File: src/rtl/dgate_pkg.sv
package dgate_pkg;

  typedef enum logic [2:0] {
    CMD_NOP = 3'd0,
    CMD_ACT = 3'd1,
    CMD_RD  = 3'd2,
    CMD_WR  = 3'd3,
    CMD_PRE = 3'd4,
    CMD_REF = 3'd5
  } cmd_e;

  // Round a window in picoseconds up to whole clock cycles.
  function automatic int ps_to_cyc(input int win_ps, input int clk_ps);
    return (win_ps + clk_ps - 1) / clk_ps;
  endfunction

  function automatic int imax(input int a, input int b);
    return (a > b) ? a : b;
  endfunction

endpackage

File: src/rtl/dgate_satcnt.sv
module dgate_satcnt #(
  parameter int W = 8
) (
  input  logic         clk,
  input  logic         rst,
  input  logic         restart,
  output logic [W-1:0] cnt
);
  localparam logic [W-1:0] TOP = '1;
  localparam logic [W-1:0] ONE = {{(W-1){1'b0}}, 1'b1};

  // Reset parks the count at the top: the event is "long ago".
  always_ff @(posedge clk) begin
    if (rst)              cnt <= TOP;
    else if (restart)     cnt <= ONE;
    else if (cnt != TOP)  cnt <= cnt + ONE;
  end

  a_r12_hold_at_top: assert property (@(posedge clk) disable iff (rst)
    (cnt == TOP && !restart) |=> (cnt == TOP));
  a_r12_restart_to_one: assert property (@(posedge clk) disable iff (rst)
    restart |=> (cnt == ONE));
  a_r12_single_step: assert property (@(posedge clk) disable iff (rst)
    (!restart && cnt != TOP) |=> (cnt == $past(cnt) + ONE));

endmodule

File: src/rtl/dgate_bank.sv
module dgate_bank #(
  parameter int W          = 15,
  parameter int TRAS_MAX_C = 28000,
  parameter int MARGIN_C   = 64
) (
  input  logic         clk,
  input  logic         rst,
  input  logic         act_hit,
  input  logic         pre_one_hit,
  input  logic         pre_all_hit,
  output logic         open_o,
  output logic [W-1:0] act_cnt,
  output logic [W-1:0] pre_cnt,
  output logic         force_o
);
  localparam int          FTHR   = (TRAS_MAX_C > MARGIN_C) ? TRAS_MAX_C - MARGIN_C : 0;
  localparam logic [W-1:0] FTHR_V = W'(FTHR);

  dgate_satcnt #(.W(W)) u_act_cnt (
    .clk(clk), .rst(rst), .restart(act_hit), .cnt(act_cnt)
  );

  dgate_satcnt #(.W(W)) u_pre_cnt (
    .clk(clk), .rst(rst), .restart(pre_one_hit), .cnt(pre_cnt)
  );

  always_ff @(posedge clk) begin
    if (rst)                             open_o <= 1'b1;
    else if (act_hit)                    open_o <= 1'b1;
    else if (pre_one_hit || pre_all_hit) open_o <= 1'b0;
  end

  always_ff @(posedge clk) begin
    if (rst) force_o <= 1'b1;
    else     force_o <= open_o && (act_cnt >= FTHR_V);
  end

  a_r13_act_opens: assert property (@(posedge clk) disable iff (rst)
    act_hit |=> open_o);
  a_r13_pre_closes: assert property (@(posedge clk) disable iff (rst)
    (pre_one_hit || pre_all_hit) |=> !open_o);
  a_r10_closed_no_force: assert property (@(posedge clk) disable iff (rst)
    !open_o |=> !force_o);

endmodule

File: src/rtl/dgate_rules.sv
module dgate_rules
  import dgate_pkg::*;
#(
  parameter int BA_W   = 2,
  parameter int W      = 15,
  parameter int TRRD_C = 4,
  parameter int TRAS_C = 16,
  parameter int TRC_C  = 22,
  parameter int TRP_C  = 6,
  parameter int TRPA_C = 6,
  parameter int TRFC_C = 42
) (
  input  logic [2:0]              cmd,
  input  logic [BA_W-1:0]         bank,
  input  logic                    all_banks,
  input  logic                    init_done,
  input  logic [(1<<BA_W)-1:0]    open_v,
  input  logic [(1<<BA_W)*W-1:0]  act_cnts,
  input  logic [(1<<BA_W)*W-1:0]  pre_cnts,
  input  logic [W-1:0]            g_act,
  input  logic [W-1:0]            g_prea,
  input  logic [W-1:0]            ref_cnt,
  output logic                    ok
);
  localparam int NB = 1 << BA_W;
  localparam logic [W-1:0] TRRD_V = W'(TRRD_C);
  localparam logic [W-1:0] TRAS_V = W'(TRAS_C);
  localparam logic [W-1:0] TRC_V  = W'(TRC_C);
  localparam logic [W-1:0] TRP_V  = W'(TRP_C);
  localparam logic [W-1:0] TRPA_V = W'(TRPA_C);
  localparam logic [W-1:0] TRFC_V = W'(TRFC_C);

  logic [NB-1:0] tras_met;
  logic [W-1:0]  pre_sel;
  logic          rfc_met;
  logic          all_tras;
  logic          sel_open;

  for (genvar i = 0; i < NB; i++) begin : g_tras
    assign tras_met[i] = act_cnts[i*W +: W] >= TRAS_V;
  end

  always_comb begin
    pre_sel  = pre_cnts[bank*W +: W];
    sel_open = open_v[bank];
    rfc_met  = ref_cnt >= TRFC_V;
    all_tras = &(tras_met | ~open_v);
  end

  always_comb begin
    ok = 1'b0;
    case (cmd_e'(cmd))
      CMD_NOP: ok = 1'b1;
      CMD_ACT: ok = init_done && rfc_met && !sel_open &&
                    (g_act >= TRRD_V) && (pre_sel >= TRP_V) && (g_prea >= TRPA_V);
      CMD_RD,
      CMD_WR:  ok = init_done && rfc_met && sel_open;
      CMD_PRE: ok = rfc_met && (all_banks ? all_tras : (!sel_open || tras_met[bank]));
      CMD_REF: ok = rfc_met && (open_v == '0) && (g_act >= TRC_V);
      default: ok = 1'b0;
    endcase
  end

endmodule

File: src/rtl/dgate_ddr2_bank_gate.sv
module dgate_ddr2_bank_gate
  import dgate_pkg::*;
#(
  parameter int BA_W         = 2,
  parameter int CLK_PS       = 2500,
  parameter int TRRD_PS      = 10000,
  parameter int TRAS_PS      = 40000,
  parameter int TRAS_MAX_PS  = 70000000,
  parameter int TRC_PS       = 54000,
  parameter int TRP_PS       = 13125,
  parameter int TRPA_PS      = 13125,
  parameter int TRFC_PS      = 105000,
  parameter int TRFC_MAX_PS  = 70000000,
  parameter int FORCE_MARGIN = 64,
  parameter int REF_MARGIN   = 64
) (
  input  logic                  clk,
  input  logic                  rst,
  input  logic                  init_done,
  input  logic [2:0]            cand_cmd,
  input  logic [BA_W-1:0]       cand_bank,
  input  logic                  cand_all,
  input  logic                  issue_vld,
  input  logic [2:0]            issue_cmd,
  input  logic [BA_W-1:0]       issue_bank,
  input  logic                  issue_all,
  output logic                  cand_ok,
  output logic [(1<<BA_W)-1:0]  force_precharge,
  output logic                  refresh_due
);
  localparam int NB         = 1 << BA_W;
  localparam int TRRD_C     = ps_to_cyc(TRRD_PS, CLK_PS);
  localparam int TRAS_C     = ps_to_cyc(TRAS_PS, CLK_PS);
  localparam int TRAS_MAX_C = ps_to_cyc(TRAS_MAX_PS, CLK_PS);
  localparam int TRC_C      = ps_to_cyc(TRC_PS, CLK_PS);
  localparam int TRP_C      = ps_to_cyc(TRP_PS, CLK_PS);
  localparam int TRPA_C     = ps_to_cyc(TRPA_PS, CLK_PS);
  localparam int TRFC_C     = ps_to_cyc(TRFC_PS, CLK_PS);
  localparam int TRFC_MAX_C = ps_to_cyc(TRFC_MAX_PS, CLK_PS);
  localparam int MAXC       = imax(imax(TRAS_MAX_C, TRFC_MAX_C), imax(TRC_C, TRFC_C));
  localparam int W          = $clog2(MAXC + 1);
  localparam int REF_THR    = (TRFC_MAX_C > REF_MARGIN) ? TRFC_MAX_C - REF_MARGIN : 0;
  localparam logic [W-1:0] REF_THR_V = W'(REF_THR);

  logic          is_act, is_pre, is_ref, pre_all;
  logic [NB-1:0] open_v;
  logic [NB*W-1:0] act_cnts, pre_cnts;
  logic [W-1:0]  g_act, g_prea, ref_cnt;
  logic          ok_c;

  always_comb begin
    is_act  = issue_vld && (cmd_e'(issue_cmd) == CMD_ACT);
    is_pre  = issue_vld && (cmd_e'(issue_cmd) == CMD_PRE);
    is_ref  = issue_vld && (cmd_e'(issue_cmd) == CMD_REF);
    pre_all = is_pre && issue_all;
  end

  for (genvar i = 0; i < NB; i++) begin : g_bank
    logic sel;
    assign sel = (issue_bank == BA_W'(i));
    dgate_bank #(
      .W(W), .TRAS_MAX_C(TRAS_MAX_C), .MARGIN_C(FORCE_MARGIN)
    ) u_bank (
      .clk         (clk),
      .rst         (rst),
      .act_hit     (is_act && sel),
      .pre_one_hit (is_pre && !issue_all && sel),
      .pre_all_hit (pre_all),
      .open_o      (open_v[i]),
      .act_cnt     (act_cnts[i*W +: W]),
      .pre_cnt     (pre_cnts[i*W +: W]),
      .force_o     (force_precharge[i])
    );
  end

  dgate_satcnt #(.W(W)) u_gact  (.clk(clk), .rst(rst), .restart(is_act),  .cnt(g_act));
  dgate_satcnt #(.W(W)) u_gprea (.clk(clk), .rst(rst), .restart(pre_all), .cnt(g_prea));
  dgate_satcnt #(.W(W)) u_gref  (.clk(clk), .rst(rst), .restart(is_ref),  .cnt(ref_cnt));

  dgate_rules #(
    .BA_W(BA_W), .W(W), .TRRD_C(TRRD_C), .TRAS_C(TRAS_C), .TRC_C(TRC_C),
    .TRP_C(TRP_C), .TRPA_C(TRPA_C), .TRFC_C(TRFC_C)
  ) u_rules (
    .cmd       (cand_cmd),
    .bank      (cand_bank),
    .all_banks (cand_all),
    .init_done (init_done),
    .open_v    (open_v),
    .act_cnts  (act_cnts),
    .pre_cnts  (pre_cnts),
    .g_act     (g_act),
    .g_prea    (g_prea),
    .ref_cnt   (ref_cnt),
    .ok        (ok_c)
  );

  always_ff @(posedge clk) begin
    if (rst) begin
      cand_ok     <= 1'b0;
      refresh_due <= 1'b1;
    end else begin
      cand_ok     <= ok_c;
      refresh_due <= ref_cnt >= REF_THR_V;
    end
  end

  a_r1_nop_legal: assert property (@(posedge clk) disable iff (rst)
    (cand_cmd == 3'd0) |=> cand_ok);
  a_r2_init_blocks: assert property (@(posedge clk) disable iff (rst)
    (!init_done && (cand_cmd == 3'd1 || cand_cmd == 3'd2 || cand_cmd == 3'd3)) |=> !cand_ok);
  a_r9_refresh_quiet: assert property (@(posedge clk) disable iff (rst)
    (TRFC_C > 1 && issue_vld && issue_cmd == 3'd5) ##1 (cand_cmd != 3'd0) |=> !cand_ok);
  a_r11_due_clears: assert property (@(posedge clk) disable iff (rst)
    (REF_THR > 1 && issue_vld && issue_cmd == 3'd5) |=> ##1 !refresh_due);

endmodule

File: config.mk
export PLATFORM = sky130hd
export DESIGN_NAME = dgate_ddr2_bank_gate
export DESIGN_NICKNAME = d
export VERILOG_FILES = /design/src/rtl/dgate_pkg.sv /design/src/rtl/dgate_satcnt.sv /design/src/rtl/dgate_bank.sv /design/src/rtl/dgate_rules.sv /design/src/rtl/dgate_ddr2_bank_gate.sv
export SDC_FILE = /design/constraint.sdc
export NUM_CORES = 1
export LEC_CHECK = 0
export BUFFER_PORTS_ARGS = -buffer_cell sky130_fd_sc_hd__buf_2
export CORE_AREA = 10 10 159 161
export DETAILED_ROUTE_END_ITERATION = 8
export DIE_AREA = 0 0 169 171
export PLACE_DENSITY = 0.59
export SETUP_SLACK_MARGIN = 0.15
export SYNTH_ARGS = -nofsm -noshare
export SYNTH_HDL_FRONTEND = slang
export SYNTH_HIERARCHICAL = 1
export SYNTH_SLANG_ARGS = --single-unit
File: constraint.sdc
create_clock -name clk -period 1.7 [get_ports clk]
set_input_delay 0.17 -clock clk [delete_from_list [all_inputs] [get_ports clk]]
set_output_delay 0.17 -clock clk [all_outputs]
set_load 0.02 [all_outputs]
* Yosys cells after proc, flatten, opt, wreduce, memory -nomap -nowiden
Cells that the tools add are included.
Storage, ports and cells: register bits 175, bits of input ports 16, output and inout port bits 6, logic and storage cells 172
Operators by class: $add $sub $neg 11, multipliers 1, magnitude comparators 15, equal/unequal tests 22, shifts and indexed selects 1, mux-type cells 28, bitwise operators 2, reduce and logical (&&, ||, !) cells 60
Operators with widths (count):
- two-way mux 15 bit | 22
- adder 15 x 1 -> 15 bit, second input constant | 11
- inequality test 15 bit, second input constant | 11
- greater-or-equal comparator 15 bit, second input constant | 5
- greater-or-equal comparator 15 x 5 -> 1 bit, second input constant | 5
- indexed part select 60 x 7 -> 15 bit | 1
- greater-or-equal comparator 15 x 3 -> 1 bit, second input constant | 3
- logical AND 1 bit | 26
- OR reduction 2 bit | 12
- nonzero test 2 bit | 11
- greater-or-equal comparator 15 x 6 -> 1 bit, second input constant | 1
- equality test 3 bit, second input constant | 4
- equality test 3 x 1 -> 1 bit, second input constant | 2
- equality test 3 x 2 -> 1 bit, second input constant | 2
- multiplier 2 x 4 -> 6 bit, second input constant | 1
- logical OR 1 bit | 5
- one-hot mux 1 bit (5 select lines) | 1
- binary-select mux 1 bit (select 2 bit) | 2
- equality test 2 bit, second input constant | 2
- logical NOT 4 bit | 1
- NOT 4 bit | 1
- bitwise OR 4 bit | 1
- AND reduction 4 bit | 1
- logical NOT 3 bit | 1
- 5 further kinds | 8

* Longest topological paths before layout
word-level depth 8, depth in mapped cells 7

* Hierarchy
The synthesis kept the hierarchy.
By module, submodules not included:
- dgate_satcnt | times used 11, cells an instance 87, area an instance 800.8 µm²
- dgate_rules | times used 1, cells an instance 78, area an instance 526.8 µm²
- dgate_bank | times used 4, cells an instance 9, area an instance 83.8 µm²
- dgate_ddr2_bank_gate | times used 1, cells an instance 26, area an instance 175.2 µm²

* Least setup slack after synthesis
Ideal clock, no wire load.
path kind input port to flip-flop, from in issue_cmd[1], to reg g_bank[0].u_bank.u_pre_cnt.cnt[13], library setup time 0.122 ns, arrival 1.751 ns, data required time 1.578 ns, path slack -0.173 ns, cell stages on the path 6, buffers on the path 1, path through nand3b_1 > or3_4 > nor3_1 > clkbuf_1 > nor2_1 > a311o_1
On the way: word-level cells in the longest chain between the ends 5, elaborated cells between the ends (all ways) 6, those cells by class eq/ne (1); mux (1); reduce/logical (4)
Ends and longest elaborated chain:
- start, declared | line dgate_ddr2_bank_gate.sv:24 | input logic [2:0] issue_cmd,
- equality test 3 bit * | line dgate_ddr2_bank_gate.sv:53 | is_pre = issue_vld && (cmd_e'(issue_cmd) == CMD_PRE);
- logical AND 1 bit * | line dgate_ddr2_bank_gate.sv:53
- logical AND 1 bit * (2 in series) | line dgate_ddr2_bank_gate.sv:67 | .pre_one_hit (is_pre && !issue_all && sel),
- two-way mux 15 bit / nonzero test 2 bit (equally long branches)
- end signal, assigned | line dgate_satcnt.sv:16 | else if (cnt != TOP) cnt <= cnt + ONE;
- end, declared | line dgate_satcnt.sv:7 | output logic [W-1:0] cnt
Mark *: on every way between the ends. The rest lies on a longest branch, timed or not. A chain may end at the register's enable or synchronous reset.

* Final worst setup path
from reg g_bank[2].u_bank.u_pre_cnt.cnt[4], to reg cand_ok
On the way: word-level cells in the longest chain between the ends 5
Ends and longest elaborated chain:
- start, declared | line dgate_satcnt.sv:7
- start signal, assigned | line dgate_satcnt.sv:16
- indexed part select 60 x 7 -> 15 bit | line dgate_rules.sv:44 | pre_sel = pre_cnts[bank*W +: W];
- greater-or-equal comparator 15 x 3 -> 1 bit | line dgate_rules.sv:55 | (g_act >= TRRD_V) && (pre_sel >= TRP_V) && (g_prea >= TRPA_V);
- logical AND 1 bit (2 in series) | line dgate_rules.sv:55
- one-hot mux 1 bit (5 select lines) | line dgate_rules.sv:52 | case (cmd_e'(cmd))
- via ok_c | line dgate_ddr2_bank_gate.sv:49 | logic ok_c;
- end signal, assigned | line dgate_ddr2_bank_gate.sv:102 | cand_ok <= ok_c;
- end, declared | line dgate_ddr2_bank_gate.sv:27 | output logic cand_ok,
The timed path passes the listed nets, and every way through them passes these cells.

==> flow_metrics.env <==
export IMPL_worst_pin_slew_ns=0.533
export IMPL_finalPower_mw=33.3
export IMPL_async_flop_share_pct=0
export IMPL_core_area_um2=22200
export IMPL_multi_input_comb_area_um2=7770
export IMPL_drt_iter0_drc=900
export IMPL_peakVddDrop_v=0.000963
export IMPL_grt_max_degree=31
export IMPL_clk_latency_ns=0.44
export IMPL_drt_wirelength_per_cell_um=18.2
export IMPL_cts_root_buffer="clkbuf_16"
export IMPL_crit_arrival_ns=2.10
export IMPL_syn_inst=1097
export IMPL_die_x_um=169
export IMPL_synth_nets=1124
export IMPL_crit_type="flip-flop to flip-flop"
export IMPL_grt_overflow=0
export IMPL_yosys_warnings=6
export IMPL_start_util_pct=44.3
export IMPL_path_clk_slew_ns=0.07
export IMPL_hold_path_class="primary input to flip-flop"
export IMPL_final_common_cell="buf_4"
export IMPL_routabilityCongestion=0.882
export IMPL_fin_crit_sh_pct=105
export IMPL_grtUsageTotal_pct=19.5
export IMPL_grt_pass1_vias=9750
export IMPL_via_count=10600
export IMPL_required_ns=2.01
export IMPL_rrSetupSlack_ns=-0.09
export IMPL_endpoint_kind="flip-flop"
export IMPL_n_antenna_cell=0
export IMPL_dpl_cell_area_um2=12200
export IMPL_ctsHoldBuffers=0
export IMPL_place_inst=1599
export IMPL_r2r_start="g_bank[2].u_bank/u_pre_cnt/cnt[4]"
export IMPL_htreeDepth=4
export IMPL_fp_dieArea_um2=28900
export IMPL_relSlewSlack_pct=64.4
export IMPL_synth_seq_cells=175
export IMPL_numCtsBuffers=17
export IMPL_syn_area_um2=9850
export IMPL_holdCritStartpoint="rst"
export IMPL_r2r_cells=7
export IMPL_vias_per_cell=6.15
export IMPL_min_to="cand_ok"
export IMPL_drt_pre_antenna_iters=8
export IMPL_setup_slack_ns=-0.0899
export IMPL_rsz0062_at_grt="true"
export IMPL_ant_nets=0
export IMPL_synth_area_per_cell_um2=8.98
export IMPL_io_buffer_count=21
export IMPL_violations="negative setup slack"
export IMPL_seq_area_frac_synth_pct=35.6
export IMPL_io_pins=22
export IMPL_finalHoldViolations=0
export IMPL_tritoncts="done"
export IMPL_finalInstanceArea_um2=15300
export IMPL_period_minus_slack_ns=1.79
export IMPL_ys_flop_type="dfxtp_1"
export IMPL_fp_row_count=55
export IMPL_grt_first_pass_wirelength_mm=47.8
export IMPL_fin_worst_skew_ns=0.0176
export IMPL_regArea_um2=3720
export IMPL_antenna_found_initial=0
export IMPL_final_cell_mix="buf_4 (223), dfxtp_2 (86), buf_6 (79)"
export IMPL_synth_edff_count=0
export IMPL_fill_cells=1660
export IMPL_die_y_um=171
export IMPL_finalSetupTns_ns=-0.0899
export IMPL_holdPathStages=3
export IMPL_r2r_end="cand_ok"
export IMPL_drive_gt1_share_pct=48.9
export IMPL_drc=0
export IMPL_path_cells="nor4_4, buf_4, nand4_1, a21boi_2, o41ai_2, a221o_1, nor2b_1"
export IMPL_p_leak_nw=5.88
export IMPL_slew_violations=0
export IMPL_worst_setup_path_start_kind="flip-flop"
export IMPL_slowest_stage="dfxtp_2"
export IMPL_crit_path_max_fanout=2
export IMPL_fmax_mhz=559
export IMPL_wl_mm=31.3
export IMPL_outcome="complete, but fails checks"
export IMPL_syn2layout_area_growth_pct=55.4
export IMPL_cts_path_max_buffers=2
export IMPL_fin_nets=1449
export IMPL_ys_types=52
export IMPL_setup_viol=1
export IMPL_stdcell_count=1720
export IMPL_p_per_area_nw_per_um2=2180
export IMPL_clkSinkCount=175
export IMPL_holdWs_ns=0.196
export IMPL_place_hpwl_mm=19.8
export IMPL_maxCapViolCount=0
export IMPL_cpPeakStageDelay_ns=0.34
-- what timing repair did --
action	CTS	global route
cloned	0	0
buffers inserted	27	62
endpoints found under the setup margin	112	141
pin swaps	45	131
gates resized for setup	158	309
-- where the power goes --
| group | internal, mW | switching, mW | leakage (nW) | total (mW) |
|---|---|---|---|---|
| clock network | 2.26 | 1.77 | 0.287 | 4.03 |
| registers | 5.90 | 1.64 | 1.42 | 7.54 |
| logic | 10.6 | 11.1 | 4.18 | 21.7 |
-- worst max-delay path: cells and delay by family, from the launching register on --
kind	cells	cell delay [ns]
buffers and inverters	1	0.15
flip-flops	1	0.34
AO/OA/AOI/OAI	3	0.61
AND/OR/NAND/NOR	3	0.58
-- state kept, by name, indices dropped and copies added, names as in the netlist --
signal and count:
cand_ok 1, g_bank.u_bank/force_o 4, u_gref/cnt 15, u_gprea/cnt 15, refresh_due 1, g_bank.u_bank/open_o 4, u_gact/cnt 15, g_bank.u_bank/u_pre_cnt/cnt 60
g_bank.u_bank/u_act_cnt/cnt 60
-- layout make-up --
type                            count  area share (%)
Multi-Input combinational cell    876            50.8
Sequential cell                   175            24.3
Clock buffer                       20            2.98
Clock inverter                     12           0.875
Inverter                           24           0.589
Tap cell                          285            2.33
Timing Repair Buffer              328            18.1
-- per-stage QoR --
step / setup WS (ns) / util (%)
floorplan: 0.0687 / -
global placement: -0.124 / 54.7
detailed placement: -0.135 / 54.7
CTS: -0.0806 / 61.1
global route: -0.161 / 68.8
finish: -0.0899 / 68.8
-- cells in the mapped netlist (15+ instances only) --
| library cell | count | share of area (%) |
|---|---|---|
| a211o_1 | 15 | 1.3 |
| a21oi_1 | 19 | 0.97 |
| a31oi_1 | 15 | 0.95 |
| and3_1 | 24 | 1.5 |
| clkbuf_1 | 22 | 0.84 |
| dfxtp_1 | 175 | 36 |
| inv_1 | 24 | 0.92 |
| nand2_1 | 46 | 1.8 |
| nand3_1 | 114 | 5.8 |
| nand4_1 | 34 | 2.2 |
| nor2_1 | 61 | 2.3 |
| nor3_1 | 34 | 1.7 |
| nor4_1 | 43 | 2.7 |
| o2111ai_1 | 17 | 1.5 |
| o211ai_1 | 33 | 2.5 |
| o21ai_0 | 58 | 2.9 |
| o311ai_0 | 33 | 2.9 |
| o311ai_1 | 22 | 2.0 |
| or2_2 | 22 | 1.4 |
| or4_1 | 38 | 2.9 |
| xor2_1 | 55 | 4.9 |
-- worst max-delay path by stage --
stage / from / to / slack [ns] / depth (start not counted)
floorplan: issue_cmd[1] / g_bank[1].u_bank/u_pre_cnt/cnt[13] / 0.07 / 6
finish: g_bank[2].u_bank/u_pre_cnt/cnt[4] / cand_ok / -0.09 / 7
detailed placement: g_bank[2].u_bank/u_pre_cnt/cnt[7] / cand_ok / -0.13 / 7
CTS: g_bank[2].u_bank/u_pre_cnt/cnt[4] / cand_ok / -0.08 / 7
global route: g_bank[2].u_bank/u_pre_cnt/cnt[4] / cand_ok / -0.16 / 7
global placement: g_bank[2].u_bank/u_pre_cnt/cnt[7] / cand_ok / -0.12 / 7
-- layer usage --
layer	routed length, um	GRT usage [%]	part of all wire [%]
met1	14300	26.0	46
met2	15300	31.8	49
met3	1260	3.46	4.0
met4	480	5.03	1.5
met5	0	0	0
-- cells by family after synthesis --
logic type	Yosys count	synth area share [%]
simple gates	531	34.5
compound gates	267	20.5
flops	175	35.6
xor+xnor	55	4.89
buf+inv	46	1.75
mux	12	1.35
fa+ha+maj	11	1.40
No activity file was read; power rests on OpenSTA's default activity.
